<file path="config.mk">
export PLATFORM = sky130hd
export DESIGN_NAME = dp_link_trainer
export DESIGN_NICKNAME = d
export VERILOG_FILES = /design/src/rtl/dp_lt_pkg.sv /design/src/rtl/dp_lt_timer.sv /design/src/rtl/dp_lt_lane_eval.sv /design/src/rtl/dp_lt_adjust.sv /design/src/rtl/dp_link_trainer.sv
export SDC_FILE = /design/constraint.sdc
export NUM_CORES = 1
export LEC_CHECK = 0
export ABC_AREA = 1
export BUFFER_PORTS_ARGS = -buffer_cell sky130_fd_sc_hd__buf_2
export CAP_MARGIN = 30
export CORE_ASPECT_RATIO = 1.25
export CORE_UTILIZATION = 40
export DETAILED_ROUTE_END_ITERATION = 10
export GPL_TIMING_DRIVEN = 0
export PLACE_DENSITY = 0.67
export RECOVER_POWER = 50
export REMOVE_ABC_BUFFERS = 1
export SLEW_MARGIN = 20
export SYNTH_ARGS = -nofsm -noshare
export SYNTH_HDL_FRONTEND = slang
export SYNTH_SLANG_ARGS = --single-unit
</file>
<file path="constraint.sdc">
create_clock -name clk_i -period 3.9 [get_ports clk_i]
set_clock_uncertainty 0.15 [all_clocks]
set_input_delay 0.78 -clock clk_i [delete_from_list [all_inputs] [get_ports clk_i]]
set_output_delay 0.78 -clock clk_i [all_outputs]
set_load 0.02 [all_outputs]
</file>
<file path="src/rtl/dp_lt_pkg.sv">
package dp_lt_pkg;
  localparam logic [19:0] ADDR_RATE    = 20'h00100;
  localparam logic [19:0] ADDR_LANES   = 20'h00101;
  localparam logic [19:0] ADDR_PATTERN = 20'h00102;
  localparam logic [19:0] ADDR_DRIVE   = 20'h00103;
  localparam logic [19:0] ADDR_STATUS  = 20'h00202;
  localparam logic [19:0] ADDR_ADJUST  = 20'h00206;
  localparam logic [7:0]  RATE_LOW     = 8'h06;
  localparam logic [7:0]  VER_EF       = 8'h11;
  localparam int          MAX_LINK     = 4;

  typedef enum logic [3:0] {
    S_IDLE, S_RATE, S_LANES, S_PAT1, S_CR_COMMIT, S_CR_WAIT, S_CR_STAT,
    S_CR_ADJ, S_PAT2, S_EQ_WAIT, S_EQ_STAT, S_EQ_ADJ, S_EQ_COMMIT, S_PAT0,
    S_DONE
  } lt_state_e;
endpackage

</file>
<file path="src/rtl/dp_lt_timer.sv">
module dp_lt_timer #(
  parameter int CR_US = 100,
  parameter int EQ_US = 400
) (
  input  logic clk_i,
  input  logic rst_ni,
  input  logic load_i,
  input  logic sel_eq_i,
  input  logic tick_i,
  output logic zero_o
);
  localparam int MAXV = (CR_US > EQ_US) ? CR_US : EQ_US;
  localparam int W    = $clog2(MAXV + 1) + 1;

  logic [W-1:0] cnt_q;

  always_ff @(posedge clk_i or negedge rst_ni) begin
    if (!rst_ni)               cnt_q <= '0;
    else if (load_i)           cnt_q <= sel_eq_i ? W'(EQ_US) : W'(CR_US);
    else if (tick_i && cnt_q != '0) cnt_q <= cnt_q - 1'b1;
  end

  assign zero_o = (cnt_q == '0);
endmodule

</file>
<file path="src/rtl/dp_lt_lane_eval.sv">
module dp_lt_lane_eval #(
  parameter int LANES = 4
) (
  input  logic [23:0]      status_i,
  input  logic [LANES-1:0] active_i,
  output logic             cr_all_o,
  output logic             eq_all_o,
  output logic             cr_lost_o
);
  logic [LANES-1:0] cr_ok, full_ok;

  for (genvar i = 0; i < LANES; i++) begin : g_lane
    logic [3:0] nib;
    assign nib        = status_i[i*4 +: 4];
    assign cr_ok[i]   = !active_i[i] || nib[0];
    assign full_ok[i] = !active_i[i] || (nib[2:0] == 3'b111);
  end

  assign cr_all_o  = &cr_ok;
  assign cr_lost_o = ~cr_all_o;
  assign eq_all_o  = (&full_ok) && status_i[16];
endmodule

</file>
<file path="src/rtl/dp_lt_adjust.sv">
module dp_lt_adjust #(
  parameter int LANES     = 4,
  parameter int MAX_SWING = 3,
  parameter int MAX_PRE   = 2
) (
  input  logic [15:0]      req_i,
  input  logic [LANES-1:0] active_i,
  output logic [7:0]       drive_o
);
  logic [2:0] vs, pe;

  always_comb begin
    vs = '0;
    pe = '0;
    for (int i = 0; i < LANES; i++) begin
      if (active_i[i]) begin
        if ({1'b0, req_i[i*4 +: 2]} > vs)     vs = {1'b0, req_i[i*4 +: 2]};
        if ({1'b0, req_i[i*4+2 +: 2]} > pe)   pe = {1'b0, req_i[i*4+2 +: 2]};
      end
    end
    if (vs >= 3'(MAX_SWING)) vs = 3'(MAX_SWING) | 3'b100;
    if (pe >= 3'(MAX_PRE))   pe = 3'(MAX_PRE) | 3'b100;
    drive_o = {2'b00, pe, vs};
  end
endmodule

</file>
<file path="src/rtl/dp_link_trainer.sv">
module dp_link_trainer
  import dp_lt_pkg::*;
#(
  parameter int LANES      = 4,
  parameter int MAX_SWING  = 3,
  parameter int MAX_PRE    = 2,
  parameter int WAIT_CR_US = 100,
  parameter int WAIT_EQ_US = 400,
  parameter int CR_TRIES   = 5,
  parameter int EQ_TRIES   = 6
) (
  input  logic        clk_i,
  input  logic        rst_ni,
  input  logic        start_i,
  input  logic        us_tick_i,
  input  logic [7:0]  sink_ver_i,
  input  logic [7:0]  sink_rate_i,
  input  logic [2:0]  sink_lanes_i,
  output logic        aux_req_o,
  output logic        aux_wr_o,
  output logic [19:0] aux_addr_o,
  output logic [2:0]  aux_len_o,
  output logic [31:0] aux_wdata_o,
  input  logic        aux_ack_i,
  input  logic [23:0] aux_rdata_i,
  output logic [7:0]  lane_drive_o,
  output logic [1:0]  train_pat_o,
  output logic [7:0]  link_rate_o,
  output logic        busy_o,
  output logic        done_o,
  output logic        pass_o
);
  localparam int TMAX  = (CR_TRIES > EQ_TRIES) ? CR_TRIES : EQ_TRIES;
  localparam int TRY_W = $clog2(TMAX + 1);

  lt_state_e        state_q;
  logic [7:0]       rate_q, drive_q;
  logic [2:0]       lanes_q;
  logic             ef_q, sw_valid_q, pass_q;
  logic [1:0]       last_sw_q, pat_q;
  logic [TRY_W-1:0] cr_try_q, eq_try_q, try_nxt;
  logic [MAX_LINK-1:0] act4;
  logic [31:0]      commit_word;
  logic             cr_all, eq_all, cr_lost, tmr_zero, tmr_load, tmr_eq, acc;
  logic [7:0]       adj_drive;

  for (genvar g = 0; g < MAX_LINK; g++) begin : g_act
    if (g < LANES) begin : g_on
      assign act4[g] = (lanes_q > 3'(g));
    end else begin : g_off
      assign act4[g] = 1'b0;
    end
    assign commit_word[g*8 +: 8] = act4[g] ? drive_q : 8'h00;
  end

  dp_lt_lane_eval #(.LANES(LANES)) i_eval (
    .status_i (aux_rdata_i),
    .active_i (act4[LANES-1:0]),
    .cr_all_o (cr_all),
    .eq_all_o (eq_all),
    .cr_lost_o(cr_lost)
  );

  dp_lt_adjust #(.LANES(LANES), .MAX_SWING(MAX_SWING), .MAX_PRE(MAX_PRE)) i_adj (
    .req_i   (aux_rdata_i[15:0]),
    .active_i(act4[LANES-1:0]),
    .drive_o (adj_drive)
  );

  dp_lt_timer #(.CR_US(WAIT_CR_US), .EQ_US(WAIT_EQ_US)) i_tmr (
    .clk_i   (clk_i),
    .rst_ni  (rst_ni),
    .load_i  (tmr_load),
    .sel_eq_i(tmr_eq),
    .tick_i  (us_tick_i),
    .zero_o  (tmr_zero)
  );

  // AUX request decode
  always_comb begin
    aux_req_o   = 1'b1;
    aux_wr_o    = 1'b1;
    aux_addr_o  = ADDR_PATTERN;
    aux_len_o   = 3'd1;
    aux_wdata_o = '0;
    unique case (state_q)
      S_RATE:  begin aux_addr_o = ADDR_RATE; aux_wdata_o[7:0] = rate_q; end
      S_LANES: begin
        aux_addr_o = ADDR_LANES;
        aux_wdata_o[7:0] = {ef_q, 4'b0000, lanes_q};
      end
      S_PAT1:  aux_wdata_o[7:0] = 8'h01;
      S_PAT2:  aux_wdata_o[7:0] = 8'h02;
      S_PAT0:  aux_wdata_o[7:0] = 8'h00;
      S_CR_COMMIT, S_EQ_COMMIT: begin
        aux_addr_o = ADDR_DRIVE; aux_len_o = 3'd4; aux_wdata_o = commit_word;
      end
      S_CR_STAT: begin aux_wr_o = 1'b0; aux_addr_o = ADDR_STATUS; aux_len_o = 3'd2; end
      S_EQ_STAT: begin aux_wr_o = 1'b0; aux_addr_o = ADDR_STATUS; aux_len_o = 3'd3; end
      S_CR_ADJ, S_EQ_ADJ: begin
        aux_wr_o = 1'b0; aux_addr_o = ADDR_ADJUST; aux_len_o = 3'd2;
      end
      default: begin aux_req_o = 1'b0; aux_wr_o = 1'b0; end
    endcase
  end

  assign acc      = aux_req_o && aux_ack_i;
  assign tmr_load = acc && (state_q == S_CR_COMMIT || state_q == S_PAT2 ||
                            state_q == S_EQ_COMMIT);
  assign tmr_eq   = (state_q != S_CR_COMMIT);
  assign try_nxt  = (sw_valid_q && drive_q[1:0] == last_sw_q) ? cr_try_q + 1'b1
                                                               : TRY_W'(1);

  always_ff @(posedge clk_i or negedge rst_ni) begin
    if (!rst_ni) begin
      state_q    <= S_IDLE;
      rate_q     <= '0;
      lanes_q    <= '0;
      ef_q       <= 1'b0;
      drive_q    <= '0;
      last_sw_q  <= '0;
      sw_valid_q <= 1'b0;
      cr_try_q   <= '0;
      eq_try_q   <= '0;
      pass_q     <= 1'b0;
      pat_q      <= '0;
    end else begin
      unique case (state_q)
        S_IDLE: if (start_i) begin
          rate_q  <= sink_rate_i;
          lanes_q <= sink_lanes_i;
          ef_q    <= (sink_ver_i >= VER_EF);
          pass_q  <= 1'b0;
          state_q <= S_RATE;
        end
        S_RATE:  if (acc) state_q <= S_LANES;
        S_LANES: if (acc) state_q <= S_PAT1;
        S_PAT1: if (acc) begin
          pat_q      <= 2'd1;
          drive_q    <= '0;
          sw_valid_q <= 1'b0;
          cr_try_q   <= '0;
          state_q    <= S_CR_COMMIT;
        end
        S_CR_COMMIT: if (acc) state_q <= S_CR_WAIT;
        S_CR_WAIT:   if (tmr_zero) state_q <= S_CR_STAT;
        S_CR_STAT: if (acc) begin
          last_sw_q  <= drive_q[1:0];
          sw_valid_q <= 1'b1;
          cr_try_q   <= try_nxt;
          if (cr_all)                                       state_q <= S_PAT2;
          else if (drive_q[2] || try_nxt == TRY_W'(CR_TRIES)) state_q <= S_PAT0;
          else                                              state_q <= S_CR_ADJ;
        end
        S_CR_ADJ: if (acc) begin
          drive_q <= adj_drive;
          state_q <= S_CR_COMMIT;
        end
        S_PAT2: if (acc) begin
          pat_q    <= 2'd2;
          eq_try_q <= '0;
          state_q  <= S_EQ_WAIT;
        end
        S_EQ_WAIT: if (tmr_zero) state_q <= S_EQ_STAT;
        S_EQ_STAT: if (acc) begin
          if (cr_lost) state_q <= S_PAT0;
          else if (eq_all) begin
            pass_q  <= 1'b1;
            state_q <= S_PAT0;
          end else if (eq_try_q == TRY_W'(EQ_TRIES - 1)) state_q <= S_PAT0;
          else state_q <= S_EQ_ADJ;
        end
        S_EQ_ADJ: if (acc) begin
          drive_q <= adj_drive;
          state_q <= S_EQ_COMMIT;
        end
        S_EQ_COMMIT: if (acc) begin
          eq_try_q <= eq_try_q + 1'b1;
          state_q  <= S_EQ_WAIT;
        end
        S_PAT0: if (acc) begin
          pat_q <= 2'd0;
          if (pass_q) state_q <= S_DONE;
          else if (rate_q != RATE_LOW) begin
            rate_q  <= RATE_LOW;
            state_q <= S_RATE;
          end else state_q <= S_DONE;
        end
        S_DONE:  state_q <= S_IDLE;
        default: state_q <= S_IDLE;
      endcase
    end
  end

  assign lane_drive_o = drive_q;
  assign train_pat_o  = pat_q;
  assign link_rate_o  = rate_q;
  assign busy_o       = (state_q != S_IDLE) && (state_q != S_DONE);
  assign done_o       = (state_q == S_DONE);
  assign pass_o       = pass_q;
endmodule

</file>
==> results.sh <==
export IMPL_status="finished, final reports clean"
export IMPL_grt_start_max_net_pins=25
export IMPL_yosysWarnings=0
export IMPL_cts_sinks=43
export IMPL_gr_usage_all_layers=0.2121
export IMPL_hp_class="flop to flop"
export IMPL_firstDrtPassIters=4
export IMPL_synthTopCellsByArea="dfrtp_1, nand2_1, inv_1"
export IMPL_cts_buffers=5
export IMPL_ant_nets=0
export IMPL_first_global_vias=3383
export IMPL_hold_viol=0
export IMPL_power_density_nw_per_um2=784.2
export IMPL_cpMaxStageDelayCell="dfrtp_1"
export IMPL_cp_end_kind="flop"
export IMPL_row_count=38
export IMPL_vdd_drop_max_uv=338.4
export IMPL_ios=126
export IMPL_rsz0062_at_grt="false"
export IMPL_synth_area_leader_cell="dfrtp_1"
export IMPL_seqCellArea_sq_um=1076
export IMPL_worstPathCellList="nor2_4, nand2_2, inv_1, nor2_1, ha_1, nand2_1, nand3_1, o21ai_0, nand2_1, inv_1, ha_1, o21bai_1, nand3_1, nand3_1, nand2_1, ha_1, inv_1, nor2_1, nor3_1, inv_1, nand3_1, nand3_1, o21ai_0"
export IMPL_antenna_cells=0
export IMPL_grt_overflow_total=0
export IMPL_worst_pin_slew_ns=1.327
export IMPL_timing_critical_path_mode_cell="nand3_1"
export IMPL_drv_cap=0
export IMPL_p_leak_uw=0.002401
export IMPL_grt_use_met1=0.2514
export IMPL_cts_hold_buf=0
export IMPL_gp_congestion=0.9319
export IMPL_synthCells=540
export IMPL_die_y_um=108.0
export IMPL_path_class="flop to flop"
export IMPL_netlist_area_sq_um=3592
export IMPL_wirelength_um=9700
export IMPL_busiest_layer="met2"
export IMPL_finalCritPeriodShare=0.8682
export IMPL_seq_area_frac_synth=0.2995
export IMPL_fmax_mhz=295.3
export IMPL_cts_buffer_depth=2
export IMPL_cp_start_kind="flop"
export IMPL_cts_root_buf="clkbuf_8"
export IMPL_final_setup_tns_ns=0
export IMPL_fin_crit_ns=3.386
export IMPL_maxSlewViolCount=0
export IMPL_multi_input_area_sq_um=2001
export IMPL_avgSynthCellArea_sq_um=6.652
export IMPL_grt_met3_usage=0.02977
export IMPL_avgRoutedWirePerCell_um=12.85
export IMPL_post_route_drc_count=0
export IMPL_drive_gt1_frac=0.1701
export IMPL_cp_max_fo=7
export IMPL_critical_path_max_stage_delay_ns=0.51
export IMPL_n_fill_cell=929
export IMPL_dp_hpwl_um=7831
export IMPL_hold_ws_ns=0.3410
export IMPL_syn2layout_area_growth_pct=15.19
export IMPL_grt_pass1_wl_um=15570
export IMPL_ctsHtreeMaxLevel=2
export IMPL_final_common_cell="nand2_1"
export IMPL_relSlewSlack=0.1155
export IMPL_use_met2=0.3838
export IMPL_via_per_inst=4.816
export IMPL_clk_latency_ns=0.30
export IMPL_placeableCoreArea_sq_um=8701
export IMPL_vias=3636
export IMPL_antenna_found_initial=0
export IMPL_ys_ff_latch=43
export IMPL_dieArea_sq_um=9366
export IMPL_synth_cell_types=39
export IMPL_port_buffers=95
export IMPL_die_width_um=86.76
export IMPL_yosysTopAreaCellShare=0.2995
export IMPL_cts_tree="yes"
export IMPL_crit_arrival_ns=3.46
export IMPL_drt_iter0_drc=254
export IMPL_cts_clk_slew_worst_paths_ns=0.09
export IMPL_final_setup_viol_count=0
export IMPL_nNetsFinal=704
export IMPL_layout_common_cells="nand2_1, inv_1, buf_2"
export IMPL_start_util=0.4129
export IMPL_critPathRequiredTime_ns=3.98
per-layer routing:
metal  share of wire  wire (um)  up-vias
met5               0          0        -
met4           0.023        225        0
met3           0.043        418       20
met2            0.52       5019      116
met1            0.42       4037     1664
li1                -          -     1836
synth_stat cells (all sizes together):
library cell,count
a21boi,1
a21oi,8
a22o,1
a22oi,1
buf,32
conb,1
dfrtp,43
ha,22
inv,88
nand2,162
nand3,30
nand3b,1
nand4,9
nor2,70
nor2b,1
nor3,14
nor3b,2
nor4,1
o2111ai,1
o211ai,1
o21ai,33
o21bai,5
o221ai,1
o22ai,4
o31ai,2
o41ai,1
xnor2,1
xor2,4
worst paths after layout:
path	slack, ns	start	cells after the start	to
hold / removal	0.34	i_tmr.cnt_q[7]$_DFFE_PN0P_	2	i_tmr.cnt_q[7]$_DFFE_PN0P_
setup / recovery	0.51	lanes_q[2]$_DFFE_PN0P_	23	lane_drive_o[0]$_DFFE_PN0P_
hold reg to reg	0.34	i_tmr.cnt_q[7]$_DFFE_PN0P_	2	i_tmr.cnt_q[7]$_DFFE_PN0P_
setup reg to reg	0.51	lanes_q[2]$_DFFE_PN0P_	23	lane_drive_o[0]$_DFFE_PN0P_
max in group asynchronous	1.26	rst_ni	2	state_q[0]$_DFFE_PN0P_
min in group asynchronous	0.55	rst_ni	1	i_tmr.cnt_q[5]$_DFFE_PN0P_
layout make-up:
cell class | instances | share of cell area
sequential | 43 | 0.2601
timing repair buffer | 97 | 0.1122
inverter | 88 | 0.08074
clock inverter | 3 | 0.01058
tap | 120 | 0.03629
clock buffer | 5 | 0.01663
multi-input combinational | 399 | 0.4835
where the power goes:
part | switching (uW) | internal, uW
Combinational | 1420 | 647
Sequential | 194 | 630
Clock | 165 | 191
sequential cells by signal (all words and copies together) (netlist names):
register and cells:
i_tmr.cnt_q 10, train_pat_o 2, last_sw_q 2, state_q 4, pass_o 1, cr_try_q 3, lanes_q 3, lane_drive_o 5
sw_valid_q 1, eq_try_q 3, ef_q 1, link_rate_o 8
what timing repair did:
item,CTS,global route
setup endpoints to repair,0,3
endpoints found under the hold margin,0,0
buffers inserted,0,1
resized for setup,0,1
per-stage QoR:
step | total power (uW) | area (sq um) | utilization | std cells | worst slack, ns
4_1_cts | 3282 | 4194 | 0.4820 | 754 | 0.2503
5_1_grt | 3566 | 4138 | 0.4756 | 755 | 0.1515
3_3_place_gp | 2859 | 4061 | 0.4668 | 745 | 0.3616
3_5_place_dp | 2916 | 4081 | 0.4691 | 746 | 0.2808
6_report | 3245 | 4138 | 0.4756 | 755 | 0.5141
2_1_floorplan | 2316 | 3436 | - | 530 | 0.7891
worst max-delay path: cells and delay by family, from the launching register on:
family	cells	cell delay [ns]
buffers and inverters	4	0.31
and+or+nand+nor	13	1.27
adders and majority gates	3	0.69
AOI/OAI and AO/OA	3	0.39
DFF	1	0.51
kinds of logic after synthesis:
| logic type | Yosys count | synth area share |
|---|---|---|
| AOI/OAI and AO/OA | 59 | 0.09474 |
| other | 1 | 0.001044 |
| adders and majority gates | 22 | 0.07663 |
| buffers and inverters | 120 | 0.1599 |
| xor gates and xnor gates | 5 | 0.01219 |
| and+or+nand+nor | 290 | 0.3560 |
| DFF | 43 | 0.2995 |
Note: power is estimated with default switching activity, not from simulation.
